File: config.mk
export PLATFORM = sky130hd
export DESIGN_NAME = quad_dac_serial_if
export DESIGN_NICKNAME = d
export VERILOG_FILES = /design/src/rtl/qdac_pkg.sv /design/src/rtl/qdac_sync.sv /design/src/rtl/qdac_fall_det.sv /design/src/rtl/qdac_cmd_fsm.sv /design/src/rtl/qdac_latch_bank.sv /design/src/rtl/quad_dac_serial_if.sv
export SDC_FILE = /design/constraint.sdc
export NUM_CORES = 1
export LEC_CHECK = 0
export CAP_MARGIN = 10
export CORE_MARGIN = 2
export CORE_UTILIZATION = 55
export DETAILED_ROUTE_END_ITERATION = 8
export PLACE_DENSITY_LB_ADDON = 0.12
export SETUP_SLACK_MARGIN = 0.05
export SYNTH_ARGS = -nofsm -noshare
export SYNTH_HDL_FRONTEND = slang
export SYNTH_SLANG_ARGS = --single-unit
File: constraint.sdc
create_clock -name clk -period 3.6 [get_ports clk]
set_input_delay 0.72 -clock clk [delete_from_list [all_inputs] [get_ports clk]]
set_output_delay 0.72 -clock clk [all_outputs]
set_load 0.01 [all_outputs]
File: src/rtl/qdac_pkg.sv
package qdac_pkg;
    typedef enum logic [1:0] {
        ST_IDLE   = 2'd0,
        ST_SHIFT  = 2'd1,
        ST_COMMIT = 2'd2
    } frame_state_t;
endpackage

File: src/rtl/qdac_sync.sv
module qdac_sync #(
    parameter int W      = 4,
    parameter int STAGES = 2
) (
    input  logic         clk,
    input  logic         rst_n,
    input  logic [W-1:0] pin_i,
    output logic [W-1:0] lvl_o
);
    logic [W-1:0] stg [STAGES];

    always_ff @(posedge clk or negedge rst_n) begin
        if (!rst_n) begin
            for (int i = 0; i < STAGES; i++) stg[i] <= '0;
        end else begin
            stg[0] <= pin_i;
            for (int i = 1; i < STAGES; i++) stg[i] <= stg[i-1];
        end
    end

    assign lvl_o = stg[STAGES-1];
endmodule

File: src/rtl/qdac_fall_det.sv
module qdac_fall_det #(
    parameter int W = 3
) (
    input  logic         clk,
    input  logic         rst_n,
    input  logic [W-1:0] lvl_i,
    output logic [W-1:0] fall_o
);
    logic [W-1:0] prev_q;

    always_ff @(posedge clk or negedge rst_n) begin
        if (!rst_n) prev_q <= '0;
        else        prev_q <= lvl_i;
    end

    assign fall_o = prev_q & ~lvl_i;
endmodule

File: src/rtl/qdac_cmd_fsm.sv
module qdac_cmd_fsm
    import qdac_pkg::*;
#(
    parameter int ADDR_W = 2,
    parameter int WORD_W = 9,
    localparam int FRAME_W = ADDR_W + WORD_W
) (
    input  logic              clk,
    input  logic              rst_n,
    input  logic              bit_fall_i,
    input  logic              dat_lvl_i,
    input  logic              load_lvl_i,
    input  logic              load_fall_i,
    output logic              commit_o,
    output logic [ADDR_W-1:0] addr_o,
    output logic [WORD_W-1:0] word_o
);
    frame_state_t       state_q, state_d;
    logic [FRAME_W-1:0] shreg_q;
    logic               shift_en;

    // state register
    always_ff @(posedge clk or negedge rst_n) begin
        if (!rst_n) state_q <= ST_IDLE;
        else        state_q <= state_d;
    end

    // transitions
    always_comb begin
        state_d = state_q;
        unique case (state_q)
            ST_IDLE:   if (load_lvl_i)  state_d = ST_SHIFT;
            ST_SHIFT:  if (load_fall_i) state_d = ST_COMMIT;
            ST_COMMIT: state_d = load_lvl_i ? ST_SHIFT : ST_IDLE;
            default:   state_d = ST_IDLE;
        endcase
    end

    // outputs
    always_comb begin
        commit_o = 1'b0;
        shift_en = 1'b0;
        unique case (state_q)
            ST_IDLE:   ;
            ST_SHIFT:  shift_en = bit_fall_i;
            ST_COMMIT: commit_o = 1'b1;
            default:   ;
        endcase
    end

    // a bit landing with the strobe fall is shifted before ST_COMMIT decodes
    always_ff @(posedge clk or negedge rst_n) begin
        if (!rst_n)        shreg_q <= '0;
        else if (shift_en) shreg_q <= {shreg_q[FRAME_W-2:0], dat_lvl_i};
    end

    assign addr_o = shreg_q[FRAME_W-1 -: ADDR_W];
    assign word_o = shreg_q[WORD_W-1:0];
endmodule

File: src/rtl/qdac_latch_bank.sv
module qdac_latch_bank #(
    parameter int NUM_CH = 4,
    parameter int WORD_W = 9,
    localparam int ADDR_W = $clog2(NUM_CH),
    localparam int FLAT_W = NUM_CH * WORD_W
) (
    input  logic              clk,
    input  logic              rst_n,
    input  logic              commit_i,
    input  logic [ADDR_W-1:0] addr_i,
    input  logic [WORD_W-1:0] word_i,
    input  logic              upd_lvl_i,
    input  logic              upd_fall_i,
    output logic [FLAT_W-1:0] stage_o,
    output logic [FLAT_W-1:0] drive_o
);
    for (genvar g = 0; g < NUM_CH; g++) begin : g_ch
        logic              sel;
        logic [WORD_W-1:0] stage_q, drive_q;

        assign sel = commit_i && (addr_i == ADDR_W'(g));

        always_ff @(posedge clk or negedge rst_n) begin
            if (!rst_n) begin
                stage_q <= '0;
                drive_q <= '0;
            end else begin
                if (sel) stage_q <= word_i;
                if (sel && !upd_lvl_i) drive_q <= word_i;
                else if (upd_fall_i)   drive_q <= stage_q;
            end
        end

        assign stage_o[g*WORD_W +: WORD_W] = stage_q;
        assign drive_o[g*WORD_W +: WORD_W] = drive_q;
    end
endmodule

File: src/rtl/quad_dac_serial_if.sv
module quad_dac_serial_if #(
    parameter int NUM_CH      = 4,
    parameter int CODE_W      = 8,
    parameter int SYNC_STAGES = 2,
    localparam int WORD_W = CODE_W + 1,
    localparam int ADDR_W = $clog2(NUM_CH),
    localparam int FLAT_W = NUM_CH * WORD_W
) (
    input  logic              clk,
    input  logic              rst_n,
    input  logic              ser_clk_i,
    input  logic              ser_dat_i,
    input  logic              load_i,
    input  logic              upd_i,
    output logic [FLAT_W-1:0] chan_words_o
);
    logic [3:0]        pin_lvl;
    logic [2:0]        pin_fall;
    logic              bit_fall, load_fall, upd_fall;
    logic              dat_lvl, load_lvl, upd_lvl;
    logic              cmd_commit;
    logic [ADDR_W-1:0] cmd_addr;
    logic [WORD_W-1:0] cmd_word;
    logic [FLAT_W-1:0] stage_flat;

    qdac_sync #(.W(4), .STAGES(SYNC_STAGES)) i_sync (
        .clk(clk), .rst_n(rst_n),
        .pin_i({ser_dat_i, upd_i, load_i, ser_clk_i}),
        .lvl_o(pin_lvl)
    );

    qdac_fall_det #(.W(3)) i_fall (
        .clk(clk), .rst_n(rst_n),
        .lvl_i(pin_lvl[2:0]),
        .fall_o(pin_fall)
    );

    assign bit_fall  = pin_fall[0];
    assign load_fall = pin_fall[1];
    assign upd_fall  = pin_fall[2];
    assign load_lvl  = pin_lvl[1];
    assign upd_lvl   = pin_lvl[2];
    assign dat_lvl   = pin_lvl[3];

    qdac_cmd_fsm #(.ADDR_W(ADDR_W), .WORD_W(WORD_W)) i_fsm (
        .clk(clk), .rst_n(rst_n),
        .bit_fall_i(bit_fall), .dat_lvl_i(dat_lvl),
        .load_lvl_i(load_lvl), .load_fall_i(load_fall),
        .commit_o(cmd_commit), .addr_o(cmd_addr), .word_o(cmd_word)
    );

    qdac_latch_bank #(.NUM_CH(NUM_CH), .WORD_W(WORD_W)) i_bank (
        .clk(clk), .rst_n(rst_n),
        .commit_i(cmd_commit), .addr_i(cmd_addr), .word_i(cmd_word),
        .upd_lvl_i(upd_lvl), .upd_fall_i(upd_fall),
        .stage_o(stage_flat), .drive_o(chan_words_o)
    );
endmodule

==> results of run 1 <==
[worst paths after layout]
check | to | slack, ps | cells after the start
worst max-delay path | chan_words_o[7] | 1520 | 1
worst min-delay path | i_sync.lvl_o[3] | 350 | 0
worst max register to register | i_bank.g_ch[0].drive_q[6] | 1890 | 3
worst min register to register | i_sync.lvl_o[3] | 350 | 0
max in group asynchronous | i_bank.g_ch[3].drive_q[1] | 2400 | 2
min in group asynchronous | i_bank.g_ch[3].drive_q[5] | 400 | 1
[registers in the layout (all words and copies together) (netlist names)]
name / flops
i_bank.g_ch.drive_q: 36
i_bank.g_ch.stage_q: 36
i_fsm.shreg_q: 11
i_sync.lvl_o: 4
i_sync.stg: 4
i_fall.prev_q: 3
i_fsm.state_q: 2
[logic make-up after synthesis]
logic type	count (synthesis)	synth area share
simple gates	236	0.2794
flops	96	0.5731
compound gates	38	0.07761
buf+inv	36	0.04030
mux	11	0.02955
[synthesized netlist by cell type]
library cell  instances  share of area
a32oi_1              36          0.075
clkbuf_1             22          0.020
nand3b_1             36          0.064
buf_2                 6         0.0072
buf_6                 3         0.0081
nand3_1              36          0.043
mux2_1               11          0.030
buf_1                 3         0.0027
and4b_1               1         0.0024
nand4bb_1             2         0.0054
a21oi_1               2         0.0024
nand2_1             144           0.13
nor4bb_1              3         0.0072
or4b_4                1         0.0033
nand4b_1              1         0.0021
buf_4                 1         0.0018
inv_1                 1        0.00089
nor2b_1              10          0.015
dfrtp_1              96           0.57
nor4b_1               1         0.0021
nor4b_4               1         0.0057
[power groups by stage]
stage                     combinational (mW)  sequential, mW  clock [mW]
after floorplan                        0.213            1.36           0
after global placement                 0.394            1.42           0
after global routing                   0.445            1.43       0.783
final                                  0.403            1.41       0.718
after CTS                              0.405            1.41       0.734
after detailed placement               0.405            1.42           0
[layer usage]
layer / vias to the layer above / wire (um)
met5: - / 0
li1: 1499 / -
met1: 1629 / 4312
met3: 13 / 688
met2: 109 / 4773
met4: 0 / 184
[area by class of cell]
type                       instances  share of cell area
clock inverter                     5             0.01131
inverter                           1           0.0007714
sequential                        96              0.4937
tap                               99             0.02546
timing repair buffer              51             0.09925
clock buffer                      11             0.03111
multi-input combinational        285              0.3384
[through the flow]
| stage | hold WS [ps] | util | instance area [um^2] | power [mW] |
|---|---|---|---|---|
| after floorplan | 331.2 | - | 4192 | 1.573 |
| after global placement | 334.0 | 0.6356 | 4659 | 1.813 |
| after detailed placement | 336.2 | 0.6356 | 4659 | 1.829 |
| after CTS | 356.3 | 0.6638 | 4866 | 2.546 |
| after global routing | 364.5 | 0.6638 | 4866 | 2.658 |
| final | 354.8 | 0.6638 | 4866 | 2.533 |
==> flow_metrics.env, run 1 <==
export IMPL_worstPathArrival_ps=1360
export IMPL_cts_hold_buf=0
export IMPL_yosysWarnings=0
export IMPL_die_area_um2=8336
export IMPL_path_buf_inv=1
export IMPL_syn2layout_area_growth_pct=16.09
export IMPL_dp_slack_ps=1902
export IMPL_tns_ps=0
export IMPL_port_buffers=41
export IMPL_via_per_inst=5.931
export IMPL_regArea_um2=2402
export IMPL_synth_nets=423
export IMPL_rr_startpoint="i_fsm.shreg_q[10]"
export IMPL_worstSetupPathType="flip-flop to output pin"
export IMPL_ctsLongestPathBuffers=2
export IMPL_grt_start_max_net_pins=56
export IMPL_instances_no_fill=548
export IMPL_rsz0062_at_grt="no"
export IMPL_tightest_slew_ps=949.6
export IMPL_cts_root_buf="clkbuf_8"
export IMPL_dr_pass1_iters=4
export IMPL_p_int_mw=1.770
export IMPL_mostFrequentLayoutCell="nand2_1"
export IMPL_multi_input_area_um2=1647
export IMPL_clkPwrFrac=0.284
export IMPL_vias=3250
export IMPL_ir_drop_mv=0.3918
export IMPL_dp_hpwl_mm=5.995
export IMPL_period_needed_ps=2076
export IMPL_ys_ff_latch=96
export IMPL_grt_use_met3=0.03568
export IMPL_ys_seq_area_frac=0.5731
export IMPL_critPathCaptureType="output pin"
export IMPL_grt_overflow_total=0
export IMPL_worstHoldStart="i_sync.stg[7]"
export IMPL_drt_iter0_markers=268
export IMPL_antenna_found_initial=0
export IMPL_grt_pass1_vias=3248
export IMPL_final_cell_mix="144 x nand2_1, 96 x dfrtp_1, 40 x clkdlybuf4s50_1"
export IMPL_dp_cells=532
export IMPL_grt_use_total=0.2564
export IMPL_slowest_delay_ps=570
export IMPL_cts_resized=0
export IMPL_grt_busiest_layer="met2"
export IMPL_synth_distinct_cells=21
export IMPL_required_ps=2880
export IMPL_p_comb_frac=0.159
export IMPL_finalClockSkew_ps=10.52
export IMPL_grt_pass1_wl_mm=16.64
export IMPL_power_density_nw_per_um2=520.5
export IMPL_cpMaxStageDelayCell="clkdlybuf4s50_1"
export IMPL_die_w_um=91.30
export IMPL_layout_nets=450
export IMPL_gp_congestion=0.7539
export IMPL_cp_top_family="buffers and inverters"
export IMPL_setup_viol=0
export IMPL_slew_headroom=0.3656
export IMPL_fin_crit_sh=0.5767
export IMPL_remaining_drc_errors=0
export IMPL_setup_slack_ps=1524
export IMPL_hold_class="flip-flop to flip-flop"
export IMPL_drive_above_1_share=0.07350
export IMPL_p_leak_nw=2.292
export IMPL_power_switching_mw=0.7629
export IMPL_drt_wl_total_mm=9.959
export IMPL_ant_nets=0
export IMPL_clk_pin_slew_ps=90
export IMPL_cts_buffers=9
export IMPL_drv_cap=0
export IMPL_fmax_mhz=481.7
export IMPL_synth_area_um2=4192
export IMPL_hold_violations=0
export IMPL_pin_count=42
export IMPL_met2_usage=0.4006
export IMPL_cp_cell_sequence="clkdlybuf4s50_1"
export IMPL_run_status="complete, no violations"
export IMPL_die_h_um=91.30
export IMPL_insertion_delay_ps=350
export IMPL_drv_slew=0
export IMPL_clock_sinks=96
export IMPL_netSwitchingFraction=0.3012
export IMPL_core_area_um2=7331
export IMPL_cts_tree="built"
export IMPL_htree_levels=3
export IMPL_p_seq_frac=0.557
export IMPL_use_met1=0.3643
export IMPL_synthCells=417
export IMPL_n_fill_cell=580
export IMPL_rows=31
export IMPL_wire_per_inst_um=18.17
export IMPL_crit_start="i_bank.g_ch[0].drive_q[7]"
export IMPL_initial_core_util=0.5718
export IMPL_diodes=0
export IMPL_postCtsSetupBuffers=0
export IMPL_start_kind="flip-flop"
export IMPL_crit_fanout=3
export IMPL_syn_avg_cell_area_um2=10.05
Power figures use the tool's default switching activity.
==> inputs of run 2 (changes only) <==
Settings changed: CORE_UTILIZATION 55 to 51.
Clock period 3.6 ns to 1.7 ns, I/O delays scaled along.
==> run 2 against run 1 <==
Final area rose by 5.3%. Clock power up 94%. Critical path depth is 2 higher. First-iteration DRC count up 9.7%. Via count rose by 3.1%. Combinational power rose to 3.1 times the previous value. Critical path type is now flip-flop to flip-flop. Critical endpoint is now i_bank.g_ch[0].drive_q[5].
==> flow_metrics.env, run 2 (synthesis gave the netlist of run 1 again) <==
export IMPL_rr_startpoint="i_fsm.shreg_q[9]"
export IMPL_reg2reg_slack_ps=130
export IMPL_min_to="i_sync.lvl_o[0]"
export IMPL_grt_overflow_total=0
export IMPL_htree_levels=3
export IMPL_path_buf_inv=0
export IMPL_grt_use_total=0.2563
export IMPL_grt_pass1_vias=3180
export IMPL_rsz0062_at_grt="no"
export IMPL_core_area_um2=8093
export IMPL_fmax_mhz=638.8
export IMPL_finalPower_mw=5.464
export IMPL_pin_count=42
export IMPL_dr_pass1_iters=4
export IMPL_whs_path_depth=0
export IMPL_remaining_drc_errors=0
export IMPL_clk_pin_slew_ps=90
export IMPL_drv_cap=0
export IMPL_setup_viol=0
export IMPL_rr_worst_depth=3
export IMPL_power_density_nw_per_um2=1066
export IMPL_mostFrequentLayoutCell="nand2_1"
export IMPL_worstSetupPathType="flip-flop to flip-flop"
export IMPL_slew_headroom=0.6331
export IMPL_finalClockSkew_ps=10.62
export IMPL_grt_pass1_wl_mm=17.28
export IMPL_drt_wl_total_mm=10.71
export IMPL_cts_tree="built"
export IMPL_ant_nets=0
export IMPL_die_area_um2=8960
export IMPL_critPathCaptureType="flip-flop"
export IMPL_stdcell_area_um2=5124
export IMPL_drive_above_1_share=0.1292
export IMPL_grt_start_max_net_pins=43
export IMPL_clock_sinks=96
export IMPL_slowest_delay_ps=660
export IMPL_cpMaxStageDelayCell="or4b_4"
export IMPL_syn2layout_area_growth_pct=22.24
export IMPL_worstPathArrival_ps=1820
export IMPL_fin_crit_sh=0.9208
export IMPL_worstHoldStart="i_sync.stg[4]"
export IMPL_cts_buffers=9
export IMPL_wire_per_inst_um=18.31
export IMPL_biggestRegsByFlops="i_bank.g_ch.drive_q: 36 flops, i_bank.g_ch.stage_q: 36 flops, i_fsm.shreg_q: 11 flops"
export IMPL_diodes=0
export IMPL_rows=33
export IMPL_tightest_slew_ps=549.2
export IMPL_gp_congestion=0.7756
export IMPL_via_per_inst=5.726
export IMPL_required_ps=1950
export IMPL_antenna_found_initial=0
export IMPL_setup_slack_ps=134.6
export IMPL_dp_slack_ps=122.7
export IMPL_crit_fanout=14
export IMPL_insertion_delay_ps=370
export IMPL_rr_endpoint="i_bank.g_ch[0].drive_q[5]"
export IMPL_cp_top_family="simple AND/OR/NAND/NOR gates"
export IMPL_dp_cells=563
export IMPL_die_h_um=94.66
export IMPL_die_w_um=94.66
export IMPL_vias=3350
export IMPL_tns_ps=0
export IMPL_whs_ps=360.0
export IMPL_start_kind="flip-flop"
export IMPL_ctsLongestPathBuffers=2
export IMPL_drv_slew=0
export IMPL_port_buffers=41
export IMPL_initial_core_util=0.5179
export IMPL_run_status="complete, no violations"
export IMPL_final_cell_mix="144 x nand2_1, 95 x dfrtp_1, 38 x buf_4"
export IMPL_dp_hpwl_mm=6.652
export IMPL_cts_root_buf="clkbuf_8"
export IMPL_instances_no_fill=585
export IMPL_hold_class="flip-flop to flip-flop"
export IMPL_ir_drop_mv=0.5997
export IMPL_period_needed_ps=1565
export IMPL_dpl_cell_area_um2=4875
export IMPL_cp_cell_sequence="or4b_4 -> a32oi_1 -> nand3_1"
export IMPL_hold_violations=0
export IMPL_p_leak_nw=2.823
export IMPL_layout_nets=481
export IMPL_fin_util=0.6331
export IMPL_drt_iter0_markers=294
[run 2: cell count changes in the layout (fill, tap and decap cells not counted), sizes merged]
| cell | change |
|---|---|
| or4b | +1 |
| clkdlybuf4s50 | -36 |
| dlygate4sd2 | +19 |
| dlygate4sd3 | +1 |
| clkinv | +1 |
| clkbuf | +1 |
| buf | +29 |
| bufinv | -1 |
| clkinvlp | -1 |
| dlymetal6s2s | +17 |
[run 2: routing by layer]
| layer | up-vias | part of all wire | global-route usage |
|---|---|---|---|
| li1 | 1562 | - | - |
| met1 | 1684 | 0.47 | 0.3953 |
| met2 | 94 | 0.46 | 0.3788 |
| met3 | 10 | 0.059 | 0.03352 |
| met4 | 0 | 0.0099 | 0.07850 |
| met5 | - | 0 | 0 |
[run 2: layout make-up]
class	count	area [um^2]
clock buffers	12	145.1
flip-flops and latches	96	2404
repair buffers	81	754.5
inverters	1	3.754
multi-input cells	286	1655
clock inverters	4	30.03
fillers	723	2969
well taps	105	131.4
[run 2: how the worst max path moves through the flow]
stage	from	to	depth (start not counted)
final	i_fsm.shreg_q[9]	i_bank.g_ch[0].drive_q[5]	3
after global routing	i_fsm.shreg_q[9]	i_bank.g_ch[0].drive_q[0]	3
after CTS	i_bank.g_ch[1].drive_q[3]	chan_words_o[12]	1
after detailed placement	i_fsm.shreg_q[10]	i_bank.g_ch[0].drive_q[5]	3
after global placement	i_fsm.shreg_q[10]	i_bank.g_ch[0].drive_q[1]	3
after floorplan	i_fsm.shreg_q[10]	i_bank.g_ch[0].drive_q[6]	6
[run 2: power by group]
part	switching [mW]	total [mW]	leakage [nW]	internal, mW
combinational	0.677	1.26	1.45	0.579
sequential	0.238	2.81	1.28	2.58
clock	0.817	1.39	0.0866	0.577
total	1.73	5.46	2.82	3.73
[run 2: repair_timing]
item	in CTS	in global routing
endpoints found under the hold margin	27	0
pin swaps	0	1
hold buffers	1	0
cloned	0	1
setup endpoints to repair	22	48
resized for setup	19	19
buffers inserted	4	0
==> inputs of run 3 (changes only) <==
Settings changed: CTS_CLUSTER_SIZE set to 24, PLACE_DENSITY_LB_ADDON 0.12 to 0.1.
==> run 3 against run 2 <==
Non-clock buffer count increased by 3. Register-to-register slack gained 20 ps. Clock skew shrank 2.0 ps. First-iteration DRC count is 23% lower. Critical path depth unchanged. Global-route usage shrank 1.1 points. Combinational power about the same. Critical path type unchanged.
==> flow_metrics.env, run 3 (synthesis gave the netlist of run 1 again) <==
export IMPL_run_status="complete, no violations"
export IMPL_ctsLongestPathBuffers=2
export IMPL_hold_class="flip-flop to flip-flop"
export IMPL_drive_above_1_share=0.1307
export IMPL_p_leak_nw=3.066
export IMPL_dpl_cell_area_um2=4895
export IMPL_n_fill_cell=673
export IMPL_worstSetupPathType="flip-flop to flip-flop"
export IMPL_grt_pass1_wl_mm=16.54
export IMPL_diodes=0
export IMPL_grt_use_met3=0.04310
export IMPL_grt_overflow_total=0
export IMPL_grt_busiest_layer="met2"
export IMPL_hold_violations=0
export IMPL_gp_congestion=0.7730
export IMPL_grt_start_max_net_pins=47
export IMPL_final_cell_mix="144 x nand2_1, 96 x dfrtp_1, 40 x buf_4"
export IMPL_use_met1=0.3714
export IMPL_cts_root_buf="clkbuf_8"
export IMPL_whs_path_depth=0
export IMPL_stdcell_area_um2=5230
export IMPL_cts_buffers=9
export IMPL_remaining_drc_errors=0
export IMPL_whs_ps=353.0
export IMPL_drv_slew=0
export IMPL_drv_cap=0
export IMPL_clk_pin_slew_ps=90
export IMPL_finalPower_mw=5.569
export IMPL_fmax_mhz=645.7
export IMPL_die_area_um2=8960
export IMPL_initial_core_util=0.5179
export IMPL_clock_sinks=96
export IMPL_grt_pass1_vias=3129
export IMPL_met2_usage=0.3723
export IMPL_syn2layout_area_growth_pct=24.78
export IMPL_die_w_um=94.66
export IMPL_ir_drop_mv=0.6276
export IMPL_critPathCaptureType="flip-flop"
export IMPL_ant_nets=0
export IMPL_pin_count=42
export IMPL_layout_nets=484
export IMPL_dp_hpwl_mm=6.391
export IMPL_start_kind="flip-flop"
export IMPL_die_h_um=94.66
export IMPL_via_per_inst=5.698
export IMPL_power_density_nw_per_um2=1065
export IMPL_core_area_um2=8093
export IMPL_cts_tree="built"
export IMPL_required_ps=1940
export IMPL_wire_per_inst_um=17.88
export IMPL_htree_levels=3
export IMPL_drt_iter0_markers=226
export IMPL_setup_viol=0
export IMPL_drt_wl_total_mm=10.50
export IMPL_insertion_delay_ps=360
export IMPL_rsz0062_at_grt="yes"
export IMPL_fin_util=0.6463
export IMPL_crit_fanout=14
export IMPL_antenna_found_initial=0
export IMPL_dr_pass1_iters=4
export IMPL_finalClockSkew_ps=8.628
export IMPL_tns_ps=0
export IMPL_grt_use_total=0.2454
export IMPL_rr_worst_depth=3
export IMPL_port_buffers=41
export IMPL_worstPathArrival_ps=1790
export IMPL_mostFrequentLayoutCell="nand2_1"
export IMPL_tightest_slew_ps=660.5
export IMPL_rows=33
export IMPL_biggestRegsByFlops="i_bank.g_ch.drive_q: 36 flops, i_bank.g_ch.stage_q: 36 flops, i_fsm.shreg_q: 11 flops"
export IMPL_fin_crit_sh=0.9110
export IMPL_period_needed_ps=1549
export IMPL_vias=3345
export IMPL_slew_headroom=0.5577
[run 3: changes by cell type in the layout (fill, tap and decap cells not counted), moves of 2 or more]
cell,previous run,this run
dlygate4sd2_1,19,3
clkinv_4,2,0
dlymetal6s2s_1,17,33
buf_4,38,40
[run 3: power breakdown]
group	total (mW)	switching [mW]	internal, mW
combinational	1.29	0.678	0.610
clock	1.47	0.761	0.712
sequential	2.81	0.230	2.58
total	5.57	1.67	3.90
[run 3: through the flow]
stage | cells | setup WS (ps)
global placement | 564 | 183.5
detailed placement | 564 | 135.6
CTS | 585 | 38.54
finish | 587 | 151.2
global route | 587 | 39.15
floorplan | 417 | 48.41
[run 3: what timing repair did]
item,CTS,global route
gates resized for setup,3,34
buffers inserted,5,1
hold buffers,1,0
endpoints found under the hold margin,22,0
pin swaps,0,0
gates cloned,0,1
setup endpoints to repair,8,36
[run 3: per-layer routing]
layer / routed length, um / vias up
met1: 4773 / 1667
li1: - / 1571
met3: 654 / 8
met2: 4978 / 99
met4: 88 / 0
met5: 0 / -
[run 3: path summary, 6_finish.rpt]
kind / start / end / slack, ps
setup / recovery: i_fsm.shreg_q[10] / i_bank.g_ch[0].drive_q[2] / 150
hold / removal: i_sync.stg[6] / i_sync.lvl_o[2] / 350
setup reg to reg: i_fsm.shreg_q[10] / i_bank.g_ch[0].drive_q[2] / 150
hold reg to reg: i_sync.stg[6] / i_sync.lvl_o[2] / 350
max in group asynchronous: rst_n / i_bank.g_ch[1].stage_q[0] / 710
min in group asynchronous: rst_n / i_bank.g_ch[3].stage_q[6] / 430
[run 3: critical path: stages (launching register included)]
cell and delay [ps]:
dfrtp_1 420, or4b_4 670, a32oi_1 250, nand3_1 90
[run 3: layout make-up]
cell class | count | area (um^2) | share of cell area
sequential | 96 | 2402 | 0.4593
multi-input combinational | 286 | 1655 | 0.3165
tap | 105 | 131.4 | 0.02512
clock buffer | 12 | 145.1 | 0.02775
timing repair buffer | 84 | 849.6 | 0.1624
clock inverter | 3 | 42.54 | 0.008134
inverter | 1 | 3.754 | 0.0007177
